[src/rtl/irq_pkg.sv]
package irq_pkg;
    localparam int unsigned IRQ_SRC_DEF = 4;

    function automatic int unsigned id_width(input int unsigned n);
        return (n > 1) ? $clog2(n) : 1;
    endfunction
endpackage

[src/rtl/irq_prio_pick.sv]
module irq_prio_pick #(
    parameter int unsigned N    = irq_pkg::IRQ_SRC_DEF,
    parameter int unsigned ID_W = irq_pkg::id_width(N)
) (
    input  logic [N-1:0]    active,
    output logic            any_o,
    output logic [ID_W-1:0] id_o,
    output logic [N-1:0]    grant_o
);
    // Scan from the lowest priority up so the lowest index wins last.
    always_comb begin
        any_o   = 1'b0;
        id_o    = '0;
        grant_o = '0;
        for (int i = N - 1; i >= 0; i--) begin
            if (active[i]) begin
                any_o   = 1'b1;
                id_o    = ID_W'(i);
                grant_o = N'(1) << i;
            end
        end
    end
endmodule

[src/rtl/irq_pend_reg.sv]
module irq_pend_reg #(
    parameter int unsigned N = irq_pkg::IRQ_SRC_DEF
) (
    input  logic         clk,
    input  logic         rst,
    input  logic [N-1:0] set_i,
    input  logic [N-1:0] clr_i,
    output logic [N-1:0] pend_o
);
    typedef struct packed {
        logic [N-1:0] pend;
    } pend_st_t;

    pend_st_t st_d, st_q;

    always_comb begin
        st_d = st_q;
        if (rst) begin
            st_d.pend = '0;
        end else begin
            // Clear first, then OR in requests so a re-request survives.
            st_d.pend = (st_q.pend & ~clr_i) | set_i;
        end
    end

    always_ff @(posedge clk) begin
        st_q <= st_d;
    end

    assign pend_o = st_q.pend;


    reset_clears_chk: assert property (@(posedge clk) rst |=> pend_o == '0);


    req_sets_chk: assert property (@(posedge clk) disable iff (rst)
        (set_i != '0) |=> ((pend_o & $past(set_i)) == $past(set_i)));


    sticky_hold_chk: assert property (@(posedge clk) disable iff (rst)
        1'b1 |=> ((pend_o & ~$past(clr_i) & $past(pend_o)) == ($past(pend_o) & ~$past(clr_i))));


    clear_single_chk: assert property (@(posedge clk) disable iff (rst)
        $countones(clr_i) <= 1);
endmodule

[src/rtl/prio_irq_ctrl.sv]
module prio_irq_ctrl #(
    parameter int unsigned N    = irq_pkg::IRQ_SRC_DEF,
    parameter int unsigned ID_W = irq_pkg::id_width(N)
) (
    input  logic            clk,
    input  logic            rst,
    input  logic [N-1:0]    irq_req,
    input  logic [N-1:0]    irq_en,
    input  logic            irq_ack,
    output logic            irq_valid,
    output logic [ID_W-1:0] irq_id
);
    logic [N-1:0] pend_q;
    logic [N-1:0] active;
    logic [N-1:0] grant;
    logic [N-1:0] clr_vec;

    assign active = pend_q & irq_en;

    irq_prio_pick #(.N(N), .ID_W(ID_W)) pick_i (
        .active  (active),
        .any_o   (irq_valid),
        .id_o    (irq_id),
        .grant_o (grant)
    );

    assign clr_vec = (irq_ack && irq_valid) ? grant : '0;

    irq_pend_reg #(.N(N)) pend_i (
        .clk    (clk),
        .rst    (rst),
        .set_i  (irq_req),
        .clr_i  (clr_vec),
        .pend_o (pend_q)
    );


    lowest_wins_chk: assert property (@(posedge clk) disable iff (rst)
        irq_valid |-> (active[irq_id] && ((active & ((N'(1) << irq_id) - N'(1))) == '0)));


    idle_zero_chk: assert property (@(posedge clk) disable iff (rst)
        !irq_valid |-> (irq_id == '0 && active == '0));


    ack_retire_chk: assert property (@(posedge clk) disable iff (rst)
        (irq_ack && irq_valid && !irq_req[irq_id]) |=> !pend_q[$past(irq_id)]);


    ack_rereq_chk: assert property (@(posedge clk) disable iff (rst)
        (irq_ack && irq_valid && irq_req[irq_id]) |=> pend_q[$past(irq_id)]);


    idle_ack_chk: assert property (@(posedge clk) disable iff (rst)
        (irq_ack && !irq_valid) |=> pend_q == ($past(pend_q) | $past(irq_req)));
endmodule

[config.mk]
export PLATFORM = sky130hd
export DESIGN_NAME = prio_irq_ctrl
export DESIGN_NICKNAME = d
export VERILOG_FILES = /design/src/rtl/irq_pkg.sv /design/src/rtl/irq_prio_pick.sv /design/src/rtl/irq_pend_reg.sv /design/src/rtl/prio_irq_ctrl.sv
export SDC_FILE = /design/constraint.sdc
export NUM_CORES = 1
export LEC_CHECK = 0
export ABC_AREA = 1
export BUFFER_PORTS_ARGS = -buffer_cell sky130_fd_sc_hd__buf_2
export CORE_AREA = 3 3 40 42
export DETAILED_ROUTE_END_ITERATION = 10
export DIE_AREA = 0 0 43 45
export SETUP_SLACK_MARGIN = 0.2
export SLEW_MARGIN = 20
export SYNTH_ARGS = -nofsm -noshare
export SYNTH_HDL_FRONTEND = slang
export SYNTH_SLANG_ARGS = --single-unit
[constraint.sdc]
create_clock -name clk -period 1.45 [get_ports clk]
set_clock_uncertainty 0.2 [all_clocks]
set_input_delay 0.0725 -clock clk [delete_from_list [all_inputs] [get_ports clk]]
set_output_delay 0.0725 -clock clk [all_outputs]
set_load 0.05 [all_outputs]
==> summary.md, run 1 <==
| Metric | Value |
|---|---|
| Footprint of the multi-input gates | 127.6 um^2 |
| Slew @ Worst Pin | 0.1174 ns |
| Final Cell Area | around 440 um^2 |
| Sw Pwr | 0.1138 mW |
| Drt total wl | a little under 600 um |
| 1st-iter DRT viols | 0 |
| Die Wd | 43 um |
| Pre-CTS setup slack | 0.3086 ns |
| Crit path time final | ~1.3 ns |
| Total Power | between 0.3 and 0.4 mW |
| Final setup TNS | 0 ns |
| Final worst-path setup slack | 0.1703 ns |
| Pwr/cell area | 864.2 nW/um^2 |
| Flop pwr share | between 30% and 40% |
| Initial Utilization | 15.77% |
| DR DRC count | 0 |
| Max reg flops | 4 |
| Number of buffers added on ports | 13 |
| Num CTS Buffers | 3 |
| Syn nets | 41 |
| Initial antenna violation count | 0 |
| WL per Instance | roughly 8.3 um |
| Vias in the first global route | 247 |
| Distinct cells, synth | 10 |
| Share of cells above drive strength 1 | 52.73% |
| Reg2reg setup slack | 0.41 ns |
| Outcome | finished clean |
| Number of routed nets with antenna violations | 0 |
| GP Congestion | 0.6208 |
| Area grow syn2layout | 119.1% |
| All-Layer GR Usage | under 10% |
| Yosys top cell area share | 39.51% |
| Most common cell after layout, fill and taps aside | buf_2 |
| Antenna fix cells | 0 |
| Detailed placer's ending HPWL | 419.4 um |
| CTS tree | done |
| Mean post-synth cell area | 6.756 um^2 |
| Cell count after synthesis | 30 |
| Filler cells | 144 |
| RSZ-0062 raised after global routing | yes |
| Crit path max fanout | 5 |
| Nature of the critical path endpoint | output pin |
| Clock transition at path regs | 0.04 ns |
| Maxcap violations | 0 |
| Io pins | 14 |
| Site Rows | 13 |
| Worst path required time | 1.18 ns |
| Vias | 280 |
| Hold Vio Cnt, Final | 0 |
| Crit start category | register |
| Comb power frac | 32.6% |
| Crit Path Category | register to output pin |
| Worst Path Arrival | 1.01 ns |
| DIE AREA | 1935 um^2 |
| Netlist area before placement | around 200 um^2 |
| Sequential Area | about 83 um^2 |
| Core area | 1285 um^2 |
| Via-to-Cell Ratio | about 4 |
| Leak pwr | 0.2243 nW |
| Clock Sinks | 4 |
| Yosys warns | 0 |
| Kind of cell adding the most delay to the critical path | flip-flops |
| Final Slew Violations | 0 |
| Placement Cell Area | 292.8 um^2 |
| Net Sw Frac | 29.65% |
| Cell taking the most area after synthesis | dfxtp_1 |
| Setup violations, final | 0 |
| Largest stage delay on the critical path | 0.31 ns |
| H-tree depth | 1 |
| Worst path cell trace | nand2_2 > a21boi_2 > buf_6 |
| Synth top area cells | dfxtp_1, nand2_1, a21oi_1, inv_1, nand2_2 |
| Insertion delay to the later sink of the worst-skew pair | roughly 0.23 ns |
| Remaining global-route overflow | 0 |
| Post-synthesis register bit count | 4 |
| CTS max path bufs | 2 |
| Buf/Inv on CP | 1 |
| Drt pass-1 iters | 1 |
| Worst min-delay path category | input pin to register |
| VDD IR max | ~0.00030 V |
| Part of the cycle the worst path needs | between 80% and 90% |
| Post-synthesis sequential area ratio | just under 40% |
| Root buffer cell | clkbuf_4 |
| First-pass GRT wire length | 952 um |
| Clock Power Share | 34.9% |
| Largest net degree at the start of global routing | 6 |
| Slew HR | 92.12% |
| Fin nets | around 70 |
| Die extent in y | 45 um |
| Int Power | 0.2700 mW |
| CP max stage cell | dfxtp_1 |
| Most frequent cells in the layout | buf_2, dlygate4sd3_1, nand2_2 |
| Highest Clock Rate | 781.4 MHz |
| Post-layout util | 34.57% |
worst reg2reg max path: stages, from the launching register on:
cell,delay [ns]
dfxtp_1,0.31
nand2_2,0.11
nand3_2,0.10
o21ai_1,0.14
a21oi_1,0.07
Yosys cell counts, drive strengths merged:
cell type  instances
nand2              8
a21boi             1
inv                5
o21ai              2
dfxtp              4
a21oi              4
nor2               3
nand3              3
final timing paths:
path / startpoint / end / cells after the start
max: pend_i.pend_o[0]$_SDFF_PP0_ / irq_id[0] / 3
min: irq_en[0] / pend_i.pend_o[1]$_SDFF_PP0_ / 5
max reg2reg: pend_i.pend_o[1]$_SDFF_PP0_ / pend_i.pend_o[2]$_SDFF_PP0_ / 4
min reg2reg: pend_i.pend_o[3]$_SDFF_PP0_ / pend_i.pend_o[3]$_SDFF_PP0_ / 2
per-stage QoR:
step	hold WS [ns]	std cells
2_1_floorplan	-0.05843	30
6_report	0.06169	70
3_5_place_dp	0.09173	58
4_1_cts	0.05804	70
5_1_grt	0.07451	70
3_3_place_gp	0.08225	58
power groups by stage:
| stage | Combinational [mW] | Clock, mW | Sequential (mW) |
|---|---|---|---|
| floorplan | 0.0595 | 0 | 0.124 |
| global placement | 0.0865 | 0 | 0.124 |
| detailed placement | 0.0878 | 0 | 0.125 |
| CTS | 0.123 | 0.143 | 0.125 |
| global route | 0.134 | 0.158 | 0.125 |
| finish | 0.125 | 0.134 | 0.125 |
kinds of logic (layout without fill, tap and decap cells):
kind of cell | Yosys count | after routing | synth area share, %
buffers and inverters | 5 | 30 | 9.260
and+or+nand+nor | 14 | 14 | 32.71
AOI/OAI and AO/OA | 7 | 7 | 18.52
DFF | 4 | 4 | 39.51
what timing repair did:
action,in CTS,in global routing
endpoints found under the hold margin,4,0
pin swaps,4,1
hold buffers,9,0
resized for setup,14,1
endpoints found under the setup margin,3,3
buffers inserted,0,0
routing by layer:
layer  global-route usage, %  wire length, um  up-vias
met5                       0                0        -
met4                   9.036                9        0
met3                   5.976               46        2
met2                   10.78              286        8
met1                   6.265              235      124
li1                        -                -      146
final cells by class:
class / count / share of cell area (%)
well taps: 15 / 4.225
multi-input cells: 21 / 28.73
repair buffers: 22 / 39.15
clock buffers: 3 / 5.070
flip-flops and latches: 4 / 18.59
inverters: 5 / 4.225
(Power assumes the default switching activity.)
==> run 2: changes to the inputs <==
==> constraint.sdc (replaced) <==
create_clock -name clk -period 1.6 [get_ports clk]
set_clock_uncertainty 0.2 [all_clocks]
set_input_delay 0 -clock clk [delete_from_list [all_inputs] [get_ports clk]]
set_output_delay 0 -clock clk [all_outputs]
set_load 0.05 [all_outputs]
==> summary.md, run 2 (synthesis results as in run 1) <==
| Metric | Value |
|---|---|
| FF-to-FF Start | pend_i.pend_o[3]$_SDFF_PP0_ (was pend_i.pend_o[1]$_SDFF_PP0_) |
| Insertion delay to the later sink of the worst-skew pair | 0.23 ns (about the same) |
| Initial Utilization | 15.77% (unchanged) |
| FF-to-FF End | pend_i.pend_o[3]$_SDFF_PP0_ (was pend_i.pend_o[2]$_SDFF_PP0_) |
| Slew @ Worst Pin | 0.2488 ns (was 0.1174 ns) |
| Reg2reg setup slack | 0.53 ns (was 0.41 ns) |
| Hold slack | -0.02944 ns (was 0.06169 ns) |
| Post-layout util | 31.74% (was 34.57%) |
| RSZ-0062 raised after global routing | yes (unchanged) |
| Worst R2R Path Depth | 5 (was 4) |
| Remaining global-route overflow | 0 (unchanged) |
| DR DRC count | 0 (unchanged) |
| Net Sw Frac | 29.37% (was 29.65%) |
| Largest stage delay on the critical path | 0.53 ns (was 0.31 ns) |
| Num CTS Buffers | 3 (unchanged) |
| Worst Hold Endpoint | pend_i.pend_o[1]$_SDFF_PP0_ (unchanged) |
| Share of cells above drive strength 1 | 36.36% (was 52.73%) |
| DIE AREA | 1935 um^2 (unchanged) |
| Violated checks | negative hold slack |
| Drt pass-1 iters | 3 (was 1) |
| Final Slew Violations | 0 (unchanged) |
| H-tree depth | 1 (unchanged) |
| Crit Path Category | input pin to output pin (was register to output pin) |
| Site Rows | 13 (unchanged) |
| VDD IR max | 0.0002163 V (was 0.0002969 V) |
| All-Layer GR Usage | 7.648% (was 7.660%) |
| Hold Vio Cnt, Final | 1 (was 0) |
| Die extent in y | 45 um (unchanged) |
| Final setup TNS | 0 ns (unchanged) |
| Outcome | finished, violations left (was finished clean) |
| Post-CTS Setup Bufs | 0 (unchanged) |
| Vias in the first global route | 265 (was 247) |
| Largest net degree at the start of global routing | 6 (unchanged) |
| Worst path cell trace | dlygate4sd3_1 > buf_2 > nand2_2 > nand2_1 > nor2_1 > buf_4 (was nand2_2 > a21boi_2 > buf_6) |
| Int Power | 0.2344 mW (was 0.2700 mW) |
| Maxcap violations | 0 (unchanged) |
| GP Congestion | 0.6600 (was 0.6208) |
| WL per Instance | 8.286 um (was 8.257 um) |
| Most common cell after layout, fill and taps aside | buf_2 (unchanged) |
| Filler cells | 148 (was 144) |
| Worst Path Arrival | 1.12 ns (was 1.01 ns) |
| Hold Startpoint | irq_en[0] (unchanged) |
| Clock Sinks | 4 (unchanged) |
| CTS max path bufs | 2 (unchanged) |
| Final worst-path setup slack | 0.2796 ns (was 0.1703 ns) |
| First-pass GRT wire length | 993 um (was 952 um) |
| Flop pwr share | 33.7% (was 32.5%) |
| Crit path time final | 1.320 ns |
| Clock transition at path regs | 0.04 ns (about the same) |
| Hold Crit Depth | 5 (unchanged) |
| Initial antenna violation count | 0 (unchanged) |
| Sequential Area | 80.08 um^2 (was 82.58 um^2) |
| Most frequent cells in the layout | buf_2, dlygate4sd3_1, nand2_1 (was buf_2, dlygate4sd3_1, nand2_2) |
| Number of buffers added on ports | 13 (unchanged) |
| Worst setup path start | irq_en[1] (was pend_i.pend_o[0]$_SDFF_PP0_) |
| Detailed placer's ending HPWL | 466.6 um (was 419.4 um) |
| Clock Power Share | 37.0% (was 34.9%) |
| Drt total wl | 580 um (was 578 um) |
| Worst path required time | 1.40 ns (was 1.18 ns) |
| Highest Clock Rate | 757.4 MHz |
| Comb power frac | 29.2% (was 32.6%) |
| Number of routed nets with antenna violations | 0 (unchanged) |
| Max reg flops | 4 (unchanged) |
| Part of the cycle the worst path needs | 82.52% |
| Slew HR | 83.53% (was 92.12%) |
| Area grow syn2layout | 101.2% (was 119.1%) |
| Worst min-delay path category | input pin to register (unchanged) |
| Leak pwr | 0.2160 nW (was 0.2243 nW) |
| Core area | 1285 um^2 (unchanged) |
| Setup violations, final | 0 (unchanged) |
| CTS tree | done (unchanged) |
| Sw Pwr | 0.09746 mW (was 0.1138 mW) |
| Antenna fix cells | 0 (unchanged) |
| Crit start category | input pin (was register) |
| CP max stage cell | dlygate4sd3_1 (was dfxtp_1) |
| 1st-iter DRT viols | 4 (was 0) |
| Footprint of the multi-input gates | 107.6 um^2 (was 127.6 um^2) |
| Crit path max fanout | 4 (was 5) |
| Io pins | 14 (unchanged) |
| Root buffer cell | clkbuf_4 (unchanged) |
| Pre-CTS setup slack | 0.4956 ns (was 0.3086 ns) |
| Fin nets | 68 (unchanged) |
| Nature of the critical path endpoint | output pin (unchanged) |
| Die Wd | 43 um (unchanged) |
| Via-to-Cell Ratio | 3.729 (was 4.000) |
| Vias | 261 (was 280) |
| Pwr/cell area | 813.5 nW/um^2 (was 864.2 nW/um^2) |
-- run 2: cell counts in the layout (fill, tap and decap cells not counted) --
No cell type changed its count.
-- run 2: what timing repair did --
action	CTS	global route
resized for setup	0	5
hold buffers	9	0
hold endpoints to repair	4	0
endpoints found under the setup margin	0	2
-- run 2: layout make-up --
cell class | instances | area share (%)
inverters | 5 | 4.601
clock buffers | 3 | 5.521
multi-input cells | 21 | 26.38
flip-flops and latches | 4 | 19.63
well taps | 15 | 4.601
repair buffers | 22 | 39.26
-- run 2: how the worst max path moves through the flow --
| stage | slack (ns) | endpoint | cells after the start |
|---|---|---|---|
| after global routing | 0.19 | irq_id[0] | 5 |
| after detailed placement | 0.50 | irq_id[0] | 5 |
| after global placement | 0.53 | irq_id[0] | 5 |
| after CTS | 0.23 | irq_id[1] | 6 |
| final | 0.28 | irq_id[1] | 6 |
| after floorplan | 0.21 | irq_id[0] | 4 |
-- run 2: power by group through the flow --
stage | Sequential [mW] | Combinational (mW) | Clock, mW
after floorplan | 0.112 | 0.0516 | 0
after global placement | 0.113 | 0.0762 | 0
after detailed placement | 0.114 | 0.0772 | 0
after CTS | 0.112 | 0.0940 | 0.132
after global routing | 0.113 | 0.107 | 0.144
final | 0.112 | 0.0970 | 0.123
-- run 2: routing by layer --
| layer | global-route usage (%) | up-vias | part of all wire, % |
|---|---|---|---|
| li1 | - | 145 | - |
| met1 | 6.715 | 107 | 39 |
| met2 | 12.28 | 9 | 51 |
| met3 | 3.187 | 0 | 9.3 |
| met4 | 9.036 | 0 | 0 |
| met5 | 0 | - | 0 |
-- run 2: worst max-delay path: cells and delay by family --
kind,cells,cell delay [ns]
buffers and inverters,3,0.86
AND/OR/NAND/NOR,3,0.25
-- run 2: stage by stage --
step	instance area (um^2)	std cells	power [mW]	hold slack (ns)
2_1_floorplan	202.7	30	0.1639	-0.1309
3_3_place_gp	286.5	58	0.1891	0.009228
3_5_place_dp	286.5	58	0.1908	0.01751
4_1_cts	399.1	70	0.3380	-0.03292
5_1_grt	407.9	70	0.3632	0.001779
6_report	407.9	70	0.3318	-0.02944
